<file path="src/rtl/wdog_pkg.sv">
package wdog_pkg;

   // mode register bit positions (software visible)
   localparam int MB_RUN    = 0;
   localparam int MB_RST    = 1;
   localparam int MB_TMO    = 2;
   localparam int MB_WARN   = 3;
   localparam int MB_PROT   = 4;
   localparam int MB_LOCK   = 5;
   localparam int MODE_BITS = 6;

   // set-once control bits, enumerated
   localparam int N_STICKY  = 4;

   function automatic int sticky_pos(input int idx);
      case (idx)
         0:       return MB_RUN;
         1:       return MB_RST;
         2:       return MB_PROT;
         default: return MB_LOCK;
      endcase
   endfunction

   typedef enum logic [0:0] {
      FEED_IDLE  = 1'b0,
      FEED_ARMED = 1'b1
   } feed_state_t;

   typedef struct packed {
      logic ok;
      logic err;
   } feed_evt_t;

endpackage

</file>
<file path="src/rtl/wdog_feed_seq.sv">
module wdog_feed_seq
   import wdog_pkg::*;
#(
   parameter int DATA_W = 8,
   parameter logic [DATA_W-1:0] KEY_FIRST  = 8'hAA,
   parameter logic [DATA_W-1:0] KEY_SECOND = 8'h55
) (
   input  logic              clk,
   input  logic              rst_n,
   input  logic              feed_wr,
   input  logic [DATA_W-1:0] feed_data,
   output feed_evt_t         evt
);

   feed_state_t st_q, st_d;

   always_comb begin
      st_d    = st_q;
      evt.ok  = 1'b0;
      evt.err = 1'b0;
      if (feed_wr) begin
         case (st_q)
            FEED_IDLE: begin
               if (feed_data == KEY_FIRST) st_d = FEED_ARMED;
               else                        evt.err = 1'b1;
            end
            default: begin
               st_d = FEED_IDLE;
               if (feed_data == KEY_SECOND) evt.ok  = 1'b1;
               else                         evt.err = 1'b1;
            end
         endcase
      end
   end

   always_ff @(posedge clk or negedge rst_n) begin
      if (!rst_n) st_q <= FEED_IDLE;
      else        st_q <= st_d;
   end

endmodule

</file>
<file path="src/rtl/wdog_counter.sv">
module wdog_counter #(
   parameter int CNT_W = 16
) (
   input  logic             clk,
   input  logic             rst_n,
   input  logic             running,
   input  logic             tick_en,
   input  logic             feed_ok,
   input  logic             prot_en,
   input  logic [CNT_W-1:0] reload_val,
   input  logic [CNT_W-1:0] warn_thresh,
   output logic [CNT_W-1:0] cnt,
   output logic             tmo_evt,
   output logic             warn_evt,
   output logic             prot_evt,
   output logic             at_thresh
);

   localparam logic [CNT_W-1:0] CNT_MAX = {CNT_W{1'b1}};
   localparam logic [CNT_W-1:0] CNT_ONE = {{(CNT_W-1){1'b0}}, 1'b1};

   logic [CNT_W-1:0] cnt_q, cnt_dec, reload_q;
   logic             tick_live, is_zero, dec_fire;

   assign tick_live = running & tick_en & ~feed_ok;
   assign is_zero   = (cnt_q == '0);
   assign dec_fire  = tick_live & ~is_zero;
   assign cnt_dec   = cnt_q - CNT_ONE;

   assign tmo_evt   = tick_live & is_zero;
   assign warn_evt  = dec_fire & (cnt_dec <= warn_thresh);
   assign prot_evt  = prot_en & (reload_val != reload_q) & (cnt_q > warn_thresh);
   assign at_thresh = (cnt_q == warn_thresh);

   always_ff @(posedge clk or negedge rst_n) begin
      if (!rst_n) begin
         cnt_q <= CNT_MAX;
      end else if (feed_ok) begin
         cnt_q <= reload_val;
      end else if (dec_fire) begin
         cnt_q <= cnt_dec;
      end
   end

   // sampled copy of the reload constant, used to spot changes
   always_ff @(posedge clk or negedge rst_n) begin
      if (!rst_n) reload_q <= '0;
      else        reload_q <= reload_val;
   end

   assign cnt = cnt_q;

endmodule

</file>
<file path="src/rtl/wdog_mode_regs.sv">
module wdog_mode_regs
   import wdog_pkg::*;
(
   input  logic                 clk,
   input  logic                 rst_n,
   input  logic                 mode_wr,
   input  logic [MODE_BITS-1:0] wdata,
   input  logic                 feed_ok,
   input  logic                 tmo_set,
   input  logic                 warn_set,
   input  logic                 warn_hold,
   output logic                 run_en,
   output logic                 rst_en,
   output logic                 prot_en,
   output logic                 lock_en,
   output logic                 running,
   output logic                 clk_lock,
   output logic                 tmo_flag,
   output logic                 warn_flag,
   output logic [MODE_BITS-1:0] mode_word
);

   logic [N_STICKY-1:0] sticky_q;
   logic                tmo_q, warn_q, run_q, lock_q;
   logic                clr_tmo, clr_warn;

   // set-once control bits: only reset clears them
   for (genvar i = 0; i < N_STICKY; i++) begin : g_sticky
      localparam int POS = sticky_pos(i);
      always_ff @(posedge clk or negedge rst_n) begin
         if (!rst_n)                       sticky_q[i] <= 1'b0;
         else if (mode_wr && wdata[POS])   sticky_q[i] <= 1'b1;
      end
   end

   assign run_en  = sticky_q[0];
   assign rst_en  = sticky_q[1];
   assign prot_en = sticky_q[2];
   assign lock_en = sticky_q[3];

   // bits that take effect only at a valid feed
   always_ff @(posedge clk or negedge rst_n) begin
      if (!rst_n) begin
         run_q  <= 1'b0;
         lock_q <= 1'b0;
      end else if (feed_ok) begin
         run_q  <= run_q  | run_en;
         lock_q <= lock_q | lock_en;
      end
   end

   // flags: set events win over a clear in the same cycle
   assign clr_tmo  = mode_wr & ~wdata[MB_TMO];
   assign clr_warn = mode_wr &  wdata[MB_WARN] & ~warn_hold;

   always_ff @(posedge clk or negedge rst_n) begin
      if (!rst_n) begin
         tmo_q  <= 1'b0;
         warn_q <= 1'b0;
      end else begin
         tmo_q  <= tmo_set  | (tmo_q  & ~clr_tmo);
         warn_q <= warn_set | (warn_q & ~clr_warn);
      end
   end

   assign running   = run_q;
   assign clk_lock  = lock_q;
   assign tmo_flag  = tmo_q;
   assign warn_flag = warn_q;

   always_comb begin
      mode_word          = '0;
      mode_word[MB_RUN]  = run_en;
      mode_word[MB_RST]  = rst_en;
      mode_word[MB_TMO]  = tmo_q;
      mode_word[MB_WARN] = warn_q;
      mode_word[MB_PROT] = prot_en;
      mode_word[MB_LOCK] = lock_en;
   end

endmodule

</file>
<file path="src/rtl/wdog_sticky.sv">
module wdog_sticky
   import wdog_pkg::*;
#(
   parameter int CNT_W     = 16,
   parameter int DATA_W    = 8,
   parameter int ADDR_W    = 2,
   parameter int MODE_ADDR = 0,
   parameter int FEED_ADDR = 1,
   parameter int CNT_ADDR  = 2,
   parameter bit CNT_READ  = 1'b1,
   parameter logic [DATA_W-1:0] KEY_FIRST  = 8'hAA,
   parameter logic [DATA_W-1:0] KEY_SECOND = 8'h55,
   localparam int RD_W = (CNT_W > DATA_W) ? CNT_W : DATA_W
) (
   input  logic              clk,
   input  logic              rst_n,
   input  logic              wr_en,
   input  logic [ADDR_W-1:0] wr_addr,
   input  logic [DATA_W-1:0] wr_data,
   input  logic [ADDR_W-1:0] rd_addr,
   output logic [RD_W-1:0]   rd_data,
   input  logic              tick_en,
   input  logic [CNT_W-1:0]  reload_val,
   input  logic [CNT_W-1:0]  warn_thresh,
   output logic              warn_irq,
   output logic              rst_req,
   output logic              clk_lock
);

   // elaboration-time parameter checks
   if (CNT_W < 2)
      $error("wdog_sticky: CNT_W must be at least 2");
   if (DATA_W < MODE_BITS)
      $error("wdog_sticky: DATA_W must hold the mode bits");
   if (MODE_ADDR == FEED_ADDR || MODE_ADDR == CNT_ADDR || FEED_ADDR == CNT_ADDR)
      $error("wdog_sticky: register addresses must differ");
   if (MODE_ADDR >= (1 << ADDR_W) || FEED_ADDR >= (1 << ADDR_W) || CNT_ADDR >= (1 << ADDR_W))
      $error("wdog_sticky: address out of range for ADDR_W");
   if (KEY_FIRST == KEY_SECOND)
      $error("wdog_sticky: feed keys must differ");

   localparam logic [ADDR_W-1:0] A_MODE = ADDR_W'(MODE_ADDR);
   localparam logic [ADDR_W-1:0] A_FEED = ADDR_W'(FEED_ADDR);
   localparam logic [ADDR_W-1:0] A_CNT  = ADDR_W'(CNT_ADDR);

   logic                 mode_wr, feed_wr;
   feed_evt_t            fevt;
   logic                 feed_ok, feed_err;
   logic [CNT_W-1:0]     cnt;
   logic                 tmo_evt, warn_evt, prot_evt, at_thresh;
   logic                 run_en, rst_en, prot_en, lock_en, running;
   logic                 tmo_flag, warn_flag;
   logic [MODE_BITS-1:0] mode_word;
   logic [CNT_W-1:0]     cnt_view;

   assign mode_wr = wr_en & (wr_addr == A_MODE);
   assign feed_wr = wr_en & (wr_addr == A_FEED);

   wdog_feed_seq #(
      .DATA_W     (DATA_W),
      .KEY_FIRST  (KEY_FIRST),
      .KEY_SECOND (KEY_SECOND)
   ) u_feed (
      .clk       (clk),
      .rst_n     (rst_n),
      .feed_wr   (feed_wr),
      .feed_data (wr_data),
      .evt       (fevt)
   );

   assign feed_ok  = fevt.ok;
   assign feed_err = fevt.err;

   wdog_counter #(.CNT_W(CNT_W)) u_cnt (
      .clk         (clk),
      .rst_n       (rst_n),
      .running     (running),
      .tick_en     (tick_en),
      .feed_ok     (feed_ok),
      .prot_en     (prot_en),
      .reload_val  (reload_val),
      .warn_thresh (warn_thresh),
      .cnt         (cnt),
      .tmo_evt     (tmo_evt),
      .warn_evt    (warn_evt),
      .prot_evt    (prot_evt),
      .at_thresh   (at_thresh)
   );

   wdog_mode_regs u_mode (
      .clk       (clk),
      .rst_n     (rst_n),
      .mode_wr   (mode_wr),
      .wdata     (wr_data[MODE_BITS-1:0]),
      .feed_ok   (feed_ok),
      .tmo_set   (tmo_evt | feed_err | prot_evt),
      .warn_set  (warn_evt),
      .warn_hold (at_thresh),
      .run_en    (run_en),
      .rst_en    (rst_en),
      .prot_en   (prot_en),
      .lock_en   (lock_en),
      .running   (running),
      .clk_lock  (clk_lock),
      .tmo_flag  (tmo_flag),
      .warn_flag (warn_flag),
      .mode_word (mode_word)
   );

   // counter read-back variant
   if (CNT_READ) begin : g_cnt_rd
      assign cnt_view = cnt;
   end else begin : g_cnt_hide
      assign cnt_view = '0;
   end

   always_comb begin
      rd_data = '0;
      if (rd_addr == A_MODE)     rd_data[MODE_BITS-1:0] = mode_word;
      else if (rd_addr == A_CNT) rd_data[CNT_W-1:0]     = cnt_view;
   end

   assign warn_irq = warn_flag;
   assign rst_req  = tmo_flag & rst_en;

endmodule

</file>
<file path="config.mk">
export PLATFORM = sky130hd
export DESIGN_NAME = wdog_sticky
export DESIGN_NICKNAME = d
export VERILOG_FILES = /design/src/rtl/wdog_pkg.sv /design/src/rtl/wdog_feed_seq.sv /design/src/rtl/wdog_counter.sv /design/src/rtl/wdog_mode_regs.sv /design/src/rtl/wdog_sticky.sv
export SDC_FILE = /design/constraint.sdc
export NUM_CORES = 1
export LEC_CHECK = 0
export CAP_MARGIN = 20
export CORE_AREA = 2 2 75 95
export CTS_CLUSTER_SIZE = 28
export DETAILED_ROUTE_END_ITERATION = 10
export DIE_AREA = 0 0 77 97
export PLACE_DENSITY = 0.74
export SLEW_MARGIN = 25
export SYNTH_ARGS = -nofsm -noshare
export SYNTH_HDL_FRONTEND = slang
export SYNTH_SLANG_ARGS = --single-unit
</file>
<file path="constraint.sdc">
create_clock -name clk -period 3.9 [get_ports clk]
set_clock_uncertainty 0.2 [all_clocks]
set_input_delay 0.585 -clock clk [delete_from_list [all_inputs] [get_ports clk]]
set_output_delay 0.585 -clock clk [all_outputs]
set_load 0.005 [all_outputs]
</file>
== Word level (Yosys, flattened, before mapping) ==
Index checks and enable logic that the tools add are counted.
W data, S select, Z words.
Word-level totals
  bits in registers: 41
  output and inout bits: 19
Operators by class
  $add $sub $neg: 1
  order comparisons: 2
  equal/unequal tests: 6
  mux-type cells: 13
  bitwise operators: 27
  reductions and logical operators: 8
Operator list (number)
  $mux W16: 3
  $eq A16 B16 Y1: 1
  $gt A16 B16 Y1: 1
  $le A16 B16 Y1: 1
  $logic_not A16 Y1: 1
  $ne A16 B16 Y1: 1
  $sub A16 B1 Y16 const B: 1
  $and A1 B1 Y1: 15
  $mux W10: 1
  $eq A8 B7 Y1 const B: 1
  $eq A8 B8 Y1 const B: 1
  $mux W1: 7
  $mux W6: 1
  $not A1 Y1: 6
  $or A1 B1 Y1: 6
  $logic_and A1 B1 Y1: 4
  $logic_not A2 Y1: 2
  $eq A2 B1 Y1 const B: 1
  $eq A2 B2 Y1 const B: 1
  $mux W2: 1
  $reduce_bool A2 Y1: 1

== Longest topological paths before layout ==
Gate-level depths: netlist of the first run.
  word-level depth: 10
  gate-level depth with buffers: 13

== Hierarchy ==
From an unflattened synthesis of the first run, not the netlist that was laid out.
Unflattened totals
  cells, all modules: 337
  area, all modules: 3245.6 µm²
Modules (own cells, without submodules)
  wdog_counter: times used 1, cells each 273, area each 2611.3 µm², sequential area each 820.8 µm²
  wdog_mode_regs: times used 1, cells each 25, area each 322.8 µm², sequential area each 200.2 µm²
  wdog_sticky: times used 1, cells each 28, area each 198.9 µm², sequential area each 0.0 µm²
  wdog_feed_seq: times used 1, cells each 11, area each 112.6 µm², sequential area each 25.0 µm²

== Worst setup path after synthesis of the first run ==
OpenSTA, ideal clock, no wires.
  kind: flip-flop to flip-flop
  start point: register u_cnt.cnt_q[2] (netlist: u_cnt.cnt[2])
  end point: register u_mode.warn_q (netlist: u_mode.warn_flag)
  library setup time: 0.134 ns
  arrival: 3.015 ns
  data required time: 3.566 ns
  slack: 0.551 ns
  cell stages (with the launch flop): 12
  path through: dfstp_2 buf_6 or4_4 or4_4 buf_2 nor3_1 xor2_1 ha_1 nand4_1 a2111o_1 a31oi_1 o31ai_1
Between the ends
  cells in the longest elaborated chain, start to end: 6
RTL lines
  start, declared: RTL line wdog_counter.sv:22  | logic [CNT_W-1:0] cnt_q, cnt_dec, reload_q;
  start signal, assigned: RTL line wdog_counter.sv:39  | cnt_q <= reload_val;
  start signal, assigned: RTL line wdog_counter.sv:41  | cnt_q <= cnt_dec;
  branches (longest 5 deep; another with $sub A16 B1 Y16)
  $or A1 B1 Y1 (*): RTL line wdog_mode_regs.sv:62  | warn_q <= warn_set | (warn_q & ~clr_warn);
  end signal, assigned: RTL line wdog_mode_regs.sv:62
  end, declared: RTL line wdog_mode_regs.sv:24  | logic tmo_q, warn_q, run_q, lock_q;
Every way passes the cells marked *.
A chain may end at the register's enable or synchronous reset.

== Worst setup path after layout of the first run ==
  start point: register u_cnt.cnt_q[5] (netlist: u_cnt.cnt[5])
  end point: register u_mode.warn_q (netlist: u_mode.warn_flag)
Same word-level chain as after synthesis.

==> results.py, run 1 <==
metrics = {
    "pwr": {
        "report.power.total_mw": 0.934,
        "p_leak_nw": 1.70,
        "powerDensity_mw_per_mm2": 239,
        "vdd_ir_drop_max_v": 0.000342,
    },
    "drt": {
        "num_vias": 2658,
        "wl_per_cell_um": 15.7,
        "drt-total-wl_um": 7560,
        "via_per_inst": 5.53,
        "ant_nets": 0,
        "first_pass_iters": 4,
        "drt-initial-drc-count": 133,
        "drc": 0,
    },
    "synth": {
        "synth_edf_count": 0,
        "synth-seq-cells": 41,
        "synth.distinct_cells": 45,
        "synthArstFlopShare": 1.00,
        "syn_nets": 408,
        "postSynthCellCount": 327,
        "synth_area_mm2": 0.00305,
        "yosysWarnings": 0,
        "ys_seq_area_frac": 0.343,
        "synth_top_area_share": 0.205,
        "postSynthAreaPerCell_um2": 9.33,
        "synthTopCellsByArea": "dfrtp_1 (21%), dfstp_2 (14%), ha_1 (14%), xnor2_1 (6.3%), xor2_1 (4.6%)",
        "synth_largest_area_cell": "dfrtp_1",
        "synth_ff_type": "dfrtp_1",
    },
    "floorplan": {
        "row_count": 33,
        "die-area_mm2": 0.00747,
        "die_h_um": 97,
        "start_util": 0.468,
        "coreArea_mm2": 0.00652,
        "io_pins": 67,
        "dieWidth_um": 77,
    },
    "timing": {
        "slew_headroom": 0.420,
        "hold_viol_final": 0,
        "timing.final.crit_share": 0.911,
        "slew_viol_final": 0,
        "hold-worst-slack_ps": 212,
        "fin_ws_ps": 347,
        "setup_viol": 0,
        "tns_ps": 0,
        "worstMarginPinSlew_ps": 870,
        "max_freq_ghz": 0.281,
        "timing.final.crit_period_ps": 3550,
        "rsz0062_at_grt": "no",
    },
    "layout": {
        "diodes": 0,
        "nets": 474,
        "multiInputGateArea_mm2": 0.00188,
        "stdcell_area_mm2": 0.00391,
        "syn2layout_area_growth_pct": 28.2,
        "seq_area_mm2": 0.00105,
        "instances_no_fill": 481,
        "drive_gt1_frac": 0.0990,
        "final_core_utilization": 0.599,
        "layout_commonest_cell": "clkdlybuf4s50_1",
        "fillers": 605,
        "final_cell_mix": "clkdlybuf4s50_1 (65), ha_1 (33), nand2_1 (25), dfrtp_1 (25), xnor2_1 (22)",
    },
    "worst_hold_path": {
        "hold_path_class": "primary input to asynchronous set/reset pin",
    },
    "place": {
        "dpl_cell_area_mm2": 0.00379,
        "hpwlAfterDp_um": 6140,
        "gp_congestion": 0.895,
        "port_buffers": 66,
        "dp_slack_ps": 448,
        "dp_cells": 473,
    },
    "cts": {
        "postCtsSetupBuffers": 0,
        "clk_path_buf_depth": 2,
        "cts.repair.resized": 0,
        "cts-htree-levels": 2,
        "clock_latency_ps": 290,
        "cts.reportedPaths.clkPinSlew_ps": 70,
        "cts-root-buf": "clkbuf_8",
        "postCtsHoldBufs": 0,
        "cts.sinks": 41,
        "numCtsBuffers": 5,
        "cts_tree": "done",
    },
    "critical_path": {
        "path_max_fanout": 14,
        "cp_slowest_cell": "or4_4",
        "ff2ff_path_depth": 10,
        "cp.buffers_inverters": 0,
        "rrSetupSlack_ps": 350,
        "crit_chain": "or4_4 > or4_4 > nor3_1 > xor2_1 > ha_1 > a21oi_1 > nand2_1 > a221oi_1 > a31oi_1 > o31ai_1",
        "critPathKind": "register to register",
        "critPathLaunchType": "register",
        "crit_family": "simple AND/OR/NAND/NOR gates",
        "crit_path_frequent_cell": "or4_4",
        "critical_path_arrival_ps": 3550,
        "reg2reg_to": "u_mode.warn_flag",
        "crit_required_ps": 3900,
        "timing.rr.start": "u_cnt.cnt[5]",
        "end_kind": "register",
        "critPathMaxStageDelay_ps": 640,
    },
    "global_route": {
        "grt_usage": 0.209,
        "antenna_found_initial": 0,
        "grt_pass1_vias": 2684,
        "grt_overflow": 0,
        "grt_pass1_wl_um": 12800,
        "grt_max_degree": 42,
    },
    "run": {
        "max-cap-violations": 0,
    },
    "status": {
        "status": "complete, no violations",
    },
}
cell type report:
class                           count  area share
Clock buffer                        7      0.0221
Clock inverter                      1     0.00768
Inverter                           21      0.0202
Multi-Input combinational cell    255       0.481
Sequential cell                    41       0.268
Tap cell                           87      0.0278
Timing Repair Buffer               69       0.173
synth_stat cells, drive strengths merged, types with 2 or more instances:
master / count
ha: 33
nand2b: 2
o21ai: 20
dfstp: 16
nor2: 13
inv: 21
nand4b: 2
dfrtp: 25
buf: 3
xnor2: 22
nand3b: 3
clkbuf: 7
nor3: 4
nand4: 13
or3: 2
or4: 8
o211ai: 13
a31oi: 2
or2: 4
nor3b: 2
mux2i: 8
nand2: 25
nor4: 9
nand3: 6
and2: 12
xor2: 16
a2111o: 2
a21oi: 14
nor2b: 5
a21o: 6
worst register-to-register path, cell delays in order (launching register included):
cell	delay, ps
dfstp_2	410
or4_4	570
or4_4	640
nor3_1	220
xor2_1	200
ha_1	290
a21oi_1	150
nand2_1	70
a221oi_1	340
a31oi_1	160
o31ai_1	220
registers in the layout, indices dropped and copies added (netlist names):
register          cells
u_mode.prot_en        1
u_feed.st_q           1
u_mode.rst_en         1
u_mode.tmo_flag       1
u_mode.run_en         1
u_mode.lock_en        1
u_cnt.cnt            16
u_mode.warn_flag      1
u_mode.clk_lock       1
u_mode.running        1
u_cnt.reload_q       16
cell families (layout without fill, tap and decap cells):
family                   count (synthesis)  in the layout  share of synthesized area
flip-flops                              41             41                      0.343
AND/OR/NAND/NOR                        112            112                      0.208
multiplexers                             9              9                     0.0299
AO/OA/AOI/OAI                           63             63                      0.132
XOR/XNOR                                38             38                      0.109
adder cells (fa/ha/maj)                 33             33                      0.135
buffers and inverters                   31             98                     0.0422
worst max path at each step:
stage / from / endpoint / cells past startpoint
final: u_cnt.cnt[5] / u_mode.warn_flag / 10
after global routing: u_cnt.cnt[5] / u_mode.warn_flag / 10
after CTS: u_cnt.cnt[5] / u_mode.warn_flag / 10
after detailed placement: u_cnt.cnt[5] / u_mode.warn_flag / 10
after global placement: u_cnt.cnt[5] / u_mode.warn_flag / 9
after floorplan: u_cnt.cnt[2] / u_mode.warn_flag / 11
routing by layer:
layer  share of wire  vias to the layer above  track usage
li1                -                     1317            -
met1            0.42                     1257        0.274
met2            0.52                       70        0.358
met3           0.039                       14       0.0205
met4           0.024                        0       0.0701
met5               0                        -            0
power by group:
part / total [mW] / switching, mW / internal, mW
sequential: 0.446 / 0.00767 / 0.438
combinational: 0.145 / 0.0611 / 0.0838
clock: 0.343 / 0.134 / 0.208
total: 0.934 / 0.203 / 0.731
Power figures use the tool's default switching activity.
==> run 2: changes to the inputs <==
Settings changed: SETUP_SLACK_MARGIN set to 0.02.
==> results of run 2 <==
No change in the layout: final DEF, timing and power equal those of run 1.
